<file path="src/rtl/i2c_bus_clear_pkg.sv">
package i2c_bus_clear_pkg;
  typedef enum logic [2:0] {
    ST_IDLE,
    ST_NACK,
    ST_LO,
    ST_HI,
    ST_STOP_LO,
    ST_STOP_HI
  } bc_state_e;
endpackage

</file>
<file path="src/rtl/bc_phase_timer.sv">
module bc_phase_timer #(
  parameter int CPU_W   = 8,
  parameter int HALF_US = 20
) (
  input  logic             clk_i,
  input  logic             rst_ni,
  input  logic             run_i,
  input  logic [CPU_W-1:0] cpu_i,
  output logic             end_o
);
  localparam int US_W = $clog2(HALF_US + 1);

  logic [CPU_W-1:0] cyc_q;
  logic [US_W-1:0]  us_q;
  logic             us_tick;

  assign us_tick = (cyc_q == cpu_i - 1'b1);
  assign end_o   = run_i && us_tick && (us_q == US_W'(HALF_US - 1));

  always_ff @(posedge clk_i or negedge rst_ni) begin
    if (!rst_ni) begin
      cyc_q <= '0;
      us_q  <= '0;
    end else if (!run_i) begin
      cyc_q <= '0;
      us_q  <= '0;
    end else if (us_tick) begin
      cyc_q <= '0;
      us_q  <= (us_q == US_W'(HALF_US - 1)) ? '0 : us_q + 1'b1;
    end else begin
      cyc_q <= cyc_q + 1'b1;
    end
  end

  assert_cyc_in_range_R7: assert property (@(posedge clk_i) disable iff (!rst_ni)
    run_i |-> (cyc_q < cpu_i));
  assert_us_in_range_R2: assert property (@(posedge clk_i) disable iff (!rst_ni)
    us_q < US_W'(HALF_US));
endmodule

</file>
<file path="src/rtl/bc_pulse_count.sv">
module bc_pulse_count #(
  parameter int NUM_PULSES = 9
) (
  input  logic clk_i,
  input  logic rst_ni,
  input  logic load_i,
  input  logic step_i,
  output logic last_o
);
  localparam int CNT_W = $clog2(NUM_PULSES + 1);

  logic [CNT_W-1:0] cnt_q;

  assign last_o = (cnt_q == CNT_W'(1));

  always_ff @(posedge clk_i or negedge rst_ni) begin
    if (!rst_ni)     cnt_q <= '0;
    else if (load_i) cnt_q <= CNT_W'(NUM_PULSES);
    else if (step_i) cnt_q <= cnt_q - 1'b1;
  end

  assert_cnt_bound_R3: assert property (@(posedge clk_i) disable iff (!rst_ni)
    cnt_q <= CNT_W'(NUM_PULSES));
  assert_no_underflow_R3: assert property (@(posedge clk_i) disable iff (!rst_ni)
    step_i |-> (cnt_q != '0));
endmodule

</file>
<file path="src/rtl/i2c_bus_clear.sv">
module i2c_bus_clear
  import i2c_bus_clear_pkg::*;
#(
  parameter int CPU_W      = 8,
  parameter int HALF_US    = 20,
  parameter int NUM_PULSES = 9
) (
  input  logic             clk_i,
  input  logic             rst_ni,
  input  logic             start_i,
  input  logic [CPU_W-1:0] cycles_per_us_i,
  output logic             scl_oe_o,
  output logic             sda_oe_o,
  output logic             force_nack_o,
  output logic             busy_o,
  output logic             done_o
);
  bc_state_e        state_q, state_d;
  logic [CPU_W-1:0] cpu_q;
  logic             accept, phase_end, last_pulse, step, done_q;

  assign accept = start_i && (state_q == ST_IDLE);
  assign step   = phase_end && (state_q == ST_HI);

  always_comb begin
    state_d = state_q;
    if (accept) state_d = ST_NACK;
    else if (phase_end) begin
      unique case (state_q)
        ST_NACK:    state_d = ST_LO;
        ST_LO:      state_d = ST_HI;
        ST_HI:      state_d = last_pulse ? ST_STOP_LO : ST_LO;
        ST_STOP_LO: state_d = ST_STOP_HI;
        ST_STOP_HI: state_d = ST_IDLE;
        default:    state_d = ST_IDLE;
      endcase
    end
  end

  always_ff @(posedge clk_i or negedge rst_ni) begin
    if (!rst_ni) begin
      state_q <= ST_IDLE;
      cpu_q   <= CPU_W'(1);
      done_q  <= 1'b0;
    end else begin
      state_q <= state_d;
      done_q  <= phase_end && (state_q == ST_STOP_HI);
      if (accept) cpu_q <= (cycles_per_us_i == '0) ? CPU_W'(1) : cycles_per_us_i;
    end
  end

  bc_phase_timer #(.CPU_W(CPU_W), .HALF_US(HALF_US)) timer_i (
    .clk_i  (clk_i),
    .rst_ni (rst_ni),
    .run_i  (busy_o),
    .cpu_i  (cpu_q),
    .end_o  (phase_end)
  );

  bc_pulse_count #(.NUM_PULSES(NUM_PULSES)) pulses_i (
    .clk_i  (clk_i),
    .rst_ni (rst_ni),
    .load_i (accept),
    .step_i (step),
    .last_o (last_pulse)
  );

  assign busy_o       = (state_q != ST_IDLE);
  assign scl_oe_o     = (state_q == ST_LO) || (state_q == ST_STOP_LO);
  assign sda_oe_o     = (state_q == ST_STOP_LO) || (state_q == ST_STOP_HI);
  assign force_nack_o = (state_q == ST_NACK) || (state_q == ST_LO) || (state_q == ST_HI);
  assign done_o       = done_q;

  assert_done_one_cycle_R5: assert property (@(posedge clk_i) disable iff (!rst_ni)
    done_o |=> !done_o);
  assert_busy_fall_done_R5: assert property (@(posedge clk_i) disable iff (!rst_ni)
    $fell(busy_o) |-> done_o);
  assert_sda_low_under_scl_low_R4: assert property (@(posedge clk_i) disable iff (!rst_ni)
    $rose(sda_oe_o) |-> scl_oe_o);
  assert_stop_release_scl_high_R4: assert property (@(posedge clk_i) disable iff (!rst_ni)
    $fell(sda_oe_o) |-> (!scl_oe_o && !busy_o));
  assert_start_first_nack_R2: assert property (@(posedge clk_i) disable iff (!rst_ni)
    $rose(busy_o) |-> (force_nack_o && !scl_oe_o && !sda_oe_o));
  assert_cpu_stable_R7: assert property (@(posedge clk_i) disable iff (!rst_ni)
    (busy_o && $past(busy_o)) |-> $stable(cpu_q));
endmodule

</file>
<file path="config.mk">
export PLATFORM = sky130hd
export DESIGN_NAME = i2c_bus_clear
export DESIGN_NICKNAME = d
export VERILOG_FILES = /design/src/rtl/i2c_bus_clear_pkg.sv /design/src/rtl/bc_phase_timer.sv /design/src/rtl/bc_pulse_count.sv /design/src/rtl/i2c_bus_clear.sv
export SDC_FILE = /design/constraint.sdc
export NUM_CORES = 1
export LEC_CHECK = 0
export BUFFER_PORTS_ARGS = -buffer_cell sky130_fd_sc_hd__buf_2
export CAP_MARGIN = 5
export CORE_MARGIN = 2
export CORE_UTILIZATION = 53
export CTS_CLUSTER_DIAMETER = 100
export CTS_CLUSTER_SIZE = 14
export DETAILED_ROUTE_END_ITERATION = 10
export PLACE_DENSITY = 0.75
export SLEW_MARGIN = 30
export SYNTH_ARGS = -nofsm -noshare
export SYNTH_HDL_FRONTEND = slang
export SYNTH_SLANG_ARGS = --single-unit
</file>
<file path="constraint.sdc">
create_clock -name clk_i -period 2.1 [get_ports clk_i]
set_input_delay 0.21 -clock clk_i [delete_from_list [all_inputs] [get_ports clk_i]]
set_output_delay 0.21 -clock clk_i [all_outputs]
set_load 0.005 [all_outputs]
</file>
==> metrics.cfg <==
[outcome]
run_status = complete, no violations

[layout]
fin_nets = 214
filler_cell_count = 256
post_route_cells_drive_above_1_share_pct = 34.2
utilization_pct = 67.2
layout.cells.most_common_list = 27 x dfrtp_1, 15 x buf_2, 11 x nor2_1, 11 x xor2_1
antenna_cells_inserted = 0
layout_commonest_cell = dfrtp_1
finalInstanceArea_um2 = 2050
area.growth.synth_to_final_pct = 20.9

[synth]
yosysSeqAreaShare_pct = 42.8
synth_top_family_by_area = simple AND/OR/NAND/NOR gates
synth-edff-count = 0
synth.avg_cell_area_um2 = 9.98
netlist_area_um2 = 1700
ys_seq_elements = 29
netlist_instances = 170
synth-adder-area-share_pct = 3.69
synth-xor-area-share_pct = 8.26
synth_ff_type = dfrtp_1
post-synth-top-area-cell = dfrtp_1
synth_compound_area_share_pct = 8.63
post_synth_main_area_contributors = dfrtp_1 41%, xor2_1 5.7%, mux2_2 4.0%
ys_async_sr_fraction_pct = 100
mapped_nets = 186
post_synth_and_or_nand_nor_area_fraction_pct = 26.0
yosys_warnings = 0
post-synth-top-area-fraction_pct = 41.3
post_synth_mux_area_share_pct = 6.34
ys_types = 44

[grt]
globalRouteTotalUtil_pct = 21.4
maximum_number_of_pins_on_one_net_before_global_route_repair = 30
grt_antenna_before_repair = 0
first_global_vias = 1334
globalRouteOverflowTotal = 0
grt_pass1_wl_um = 5750

[worst_hold_path]
worst_hold_path_type = in2reg

[floorplanning]
die-width_um = 60.6
start_util_pct = 55.6
die_h_um = 60.6
boundaryPins = 16
core_um2 = 3050
design.die.area_um2 = 3670
num_rows = 20

[route]
avgViaCountPerCell = 5.59
route.final.wire_length_um = 3580
vias = 1359
detail_route.iter0.violations = 76
antenna_violating_nets_post_route = 0
drcViolationCount = 0
routedWlPerCell_um = 14.7
drt_pass1_iterations = 4

[worst_setup_path]
worstPathRequired_ps = 2320
critPathTopFamily = simple AND/OR/NAND/NOR gates
slowest_stage = dfstp_2
cp_cell_sequence = inv_2, ha_4, nor3b_4, nand2_2, xnor2_2, a211oi_2, and3_4, mux2i_1, nand2_1
crit_type = reg2reg
worst_ep_arrival_time_ps = 2290
end_kind = register
worst-path-buf-inv = 1
cp_slowest_stage_delay_ps = 570
worstSetupStartpointType = register
crit_path_max_fanout = 5

[clock_tree]
clk-insertion-delay-late_ps = 340
htree_levels = 2
clock_sink_count = 29
cts.clk_slew.worst_paths_ps = 90
cts_tree = yes
cts_buffers = 5
clk_path_buf_depth = 2
cts_root_buffer = clkbuf_4

[sta]
hold_violations = 0
slew-limit-headroom_pct = 58.4
fin_ws_ps = 25.6
setup_tns_final_ps = 0
final-setup-viol-count = 0
tightestPinTransition_ps = 624
fin_crit_sh_pct = 98.8
post-route-min-period_ps = 2070
slew_violations = 0
timing.fmax_mhz = 482
rsz0062_at_grt = true
fin_skew_ps = 13.1

[placement]
placedInstanceArea_um2 = 1870
place.gp.congestion = 0.866
dp.final_hpwl_um = 2500
place_ws_ps = -68.9
buffer_ports.inserted = 15

[power_and_ir_drop]
power_report.internal_total_mw = 0.760
static-leakage-power_nw = 0.945
power.share.sequential_pct = 57.5
clock_power_share_pct = 40.2
pwr-share-comb_pct = 2.4
power.density_cell_area_nw_per_um2 = 473
power.net_switching_mw = 0.211
netSwitchingFraction_pct = 21.8
peak_ir_drop_on_the_vdd_network_mv = 0.319

[run]
drv_cap = 0

[power by group through the flow]
stage	Sequential (mW)	Clock, mW	Combinational (mW)
after global placement	0.569	0	0.0219
after detailed placement	0.569	0	0.0229
after CTS	0.558	0.402	0.0243
after global routing	0.558	0.423	0.0265
final	0.558	0.390	0.0231
after floorplan	0.569	0	0.000643
[logic make-up after synthesis]
logic type      count (synthesis)
xor+xnor                       16
compound gates                 22
fa+ha+maj                       5
mux                            10
simple gates                   74
flops                          29
buf+inv                        14
[worst reg2reg max path, cell delays in order (launching register included)]
cell	delay (ps)
dfstp_2	570
inv_2	60
ha_4	160
nor3b_4	150
nand2_2	90
xnor2_2	80
a211oi_2	320
and3_4	270
mux2i_1	200
nand2_1	70
[state kept, by name, summed over array words and instances, names as in the netlist]
signal / count
cpu_q: 8
done_o: 1
timer_i.cyc_q: 8
timer_i.us_q: 5
state_q: 3
pulses_i.cnt_q: 4
[final timing paths]
path	start	end	slack [ps]	cells after the start
setup / recovery	cpu_q[0]$_DFFE_PN1P_	state_q[0]$_DFFE_PN0P_	30	9
hold / removal	cycles_per_us_i[6]	cpu_q[6]$_DFFE_PN0P_	120	2
setup reg to reg	cpu_q[0]$_DFFE_PN1P_	state_q[0]$_DFFE_PN0P_	30	9
hold reg to reg	cpu_q[0]$_DFFE_PN1P_	cpu_q[0]$_DFFE_PN1P_	530	2
max in group asynchronous	rst_ni	cpu_q[2]$_DFFE_PN0P_	1240	2
min in group asynchronous	rst_ni	timer_i.cyc_q[7]$_DFF_PN0_	420	2
[layout make-up]
cell class / instances / area [µm²] / share of cell area (%)
timing repair buffer: 27 / 175 / 8.54
multi-input combinational: 127 / 993 / 48.4
tap: 44 / 55.1 / 2.68
clock inverter: 1 / 5.00 / 0.244
sequential: 29 / 728 / 35.5
inverter: 8 / 30.0 / 1.46
clock buffer: 7 / 65.1 / 3.17
[timing repair]
action / CTS / global route
gates resized for setup: 9 / 12
hold buffers: 1 / 0
pin swaps: 6 / 18
endpoints found under the setup margin: 13 / 21
hold endpoints to repair: 28 / 0
setup buffers: 3 / 0
[routing by layer]
layer / wire [µm] / global-route usage [%]
met1: 1520 / 24.0
met3: 157 / 5.76
met5: 0 / 0
met4: 51 / 8.39
met2: 1840 / 38.4
[per-stage QoR]
stage	hold WS (ps)	total power, mW	std cells
floorplan	-85.6	0.570	170
global placement	261	0.591	232
detailed placement	273	0.592	232
CTS	105	0.984	244
global route	111	1.01	243
finish	116	0.971	243
[cells in the mapped netlist, types with 4 or more instances]
| library cell | number |
|---|---|
| a31oi_1 | 4 |
| xnor2_1 | 5 |
| dfrtp_1 | 28 |
| inv_1 | 8 |
| nor2_2 | 8 |
| xor2_1 | 11 |
| nor3_1 | 4 |
| nand2_1 | 7 |
| and3_1 | 5 |
| nand3b_1 | 4 |
| mux2i_1 | 4 |
| a21oi_1 | 7 |
| nand3_1 | 10 |
| ha_1 | 5 |
| nor2_1 | 12 |
| mux2_2 | 6 |
Power figures use the tool's default switching activity.
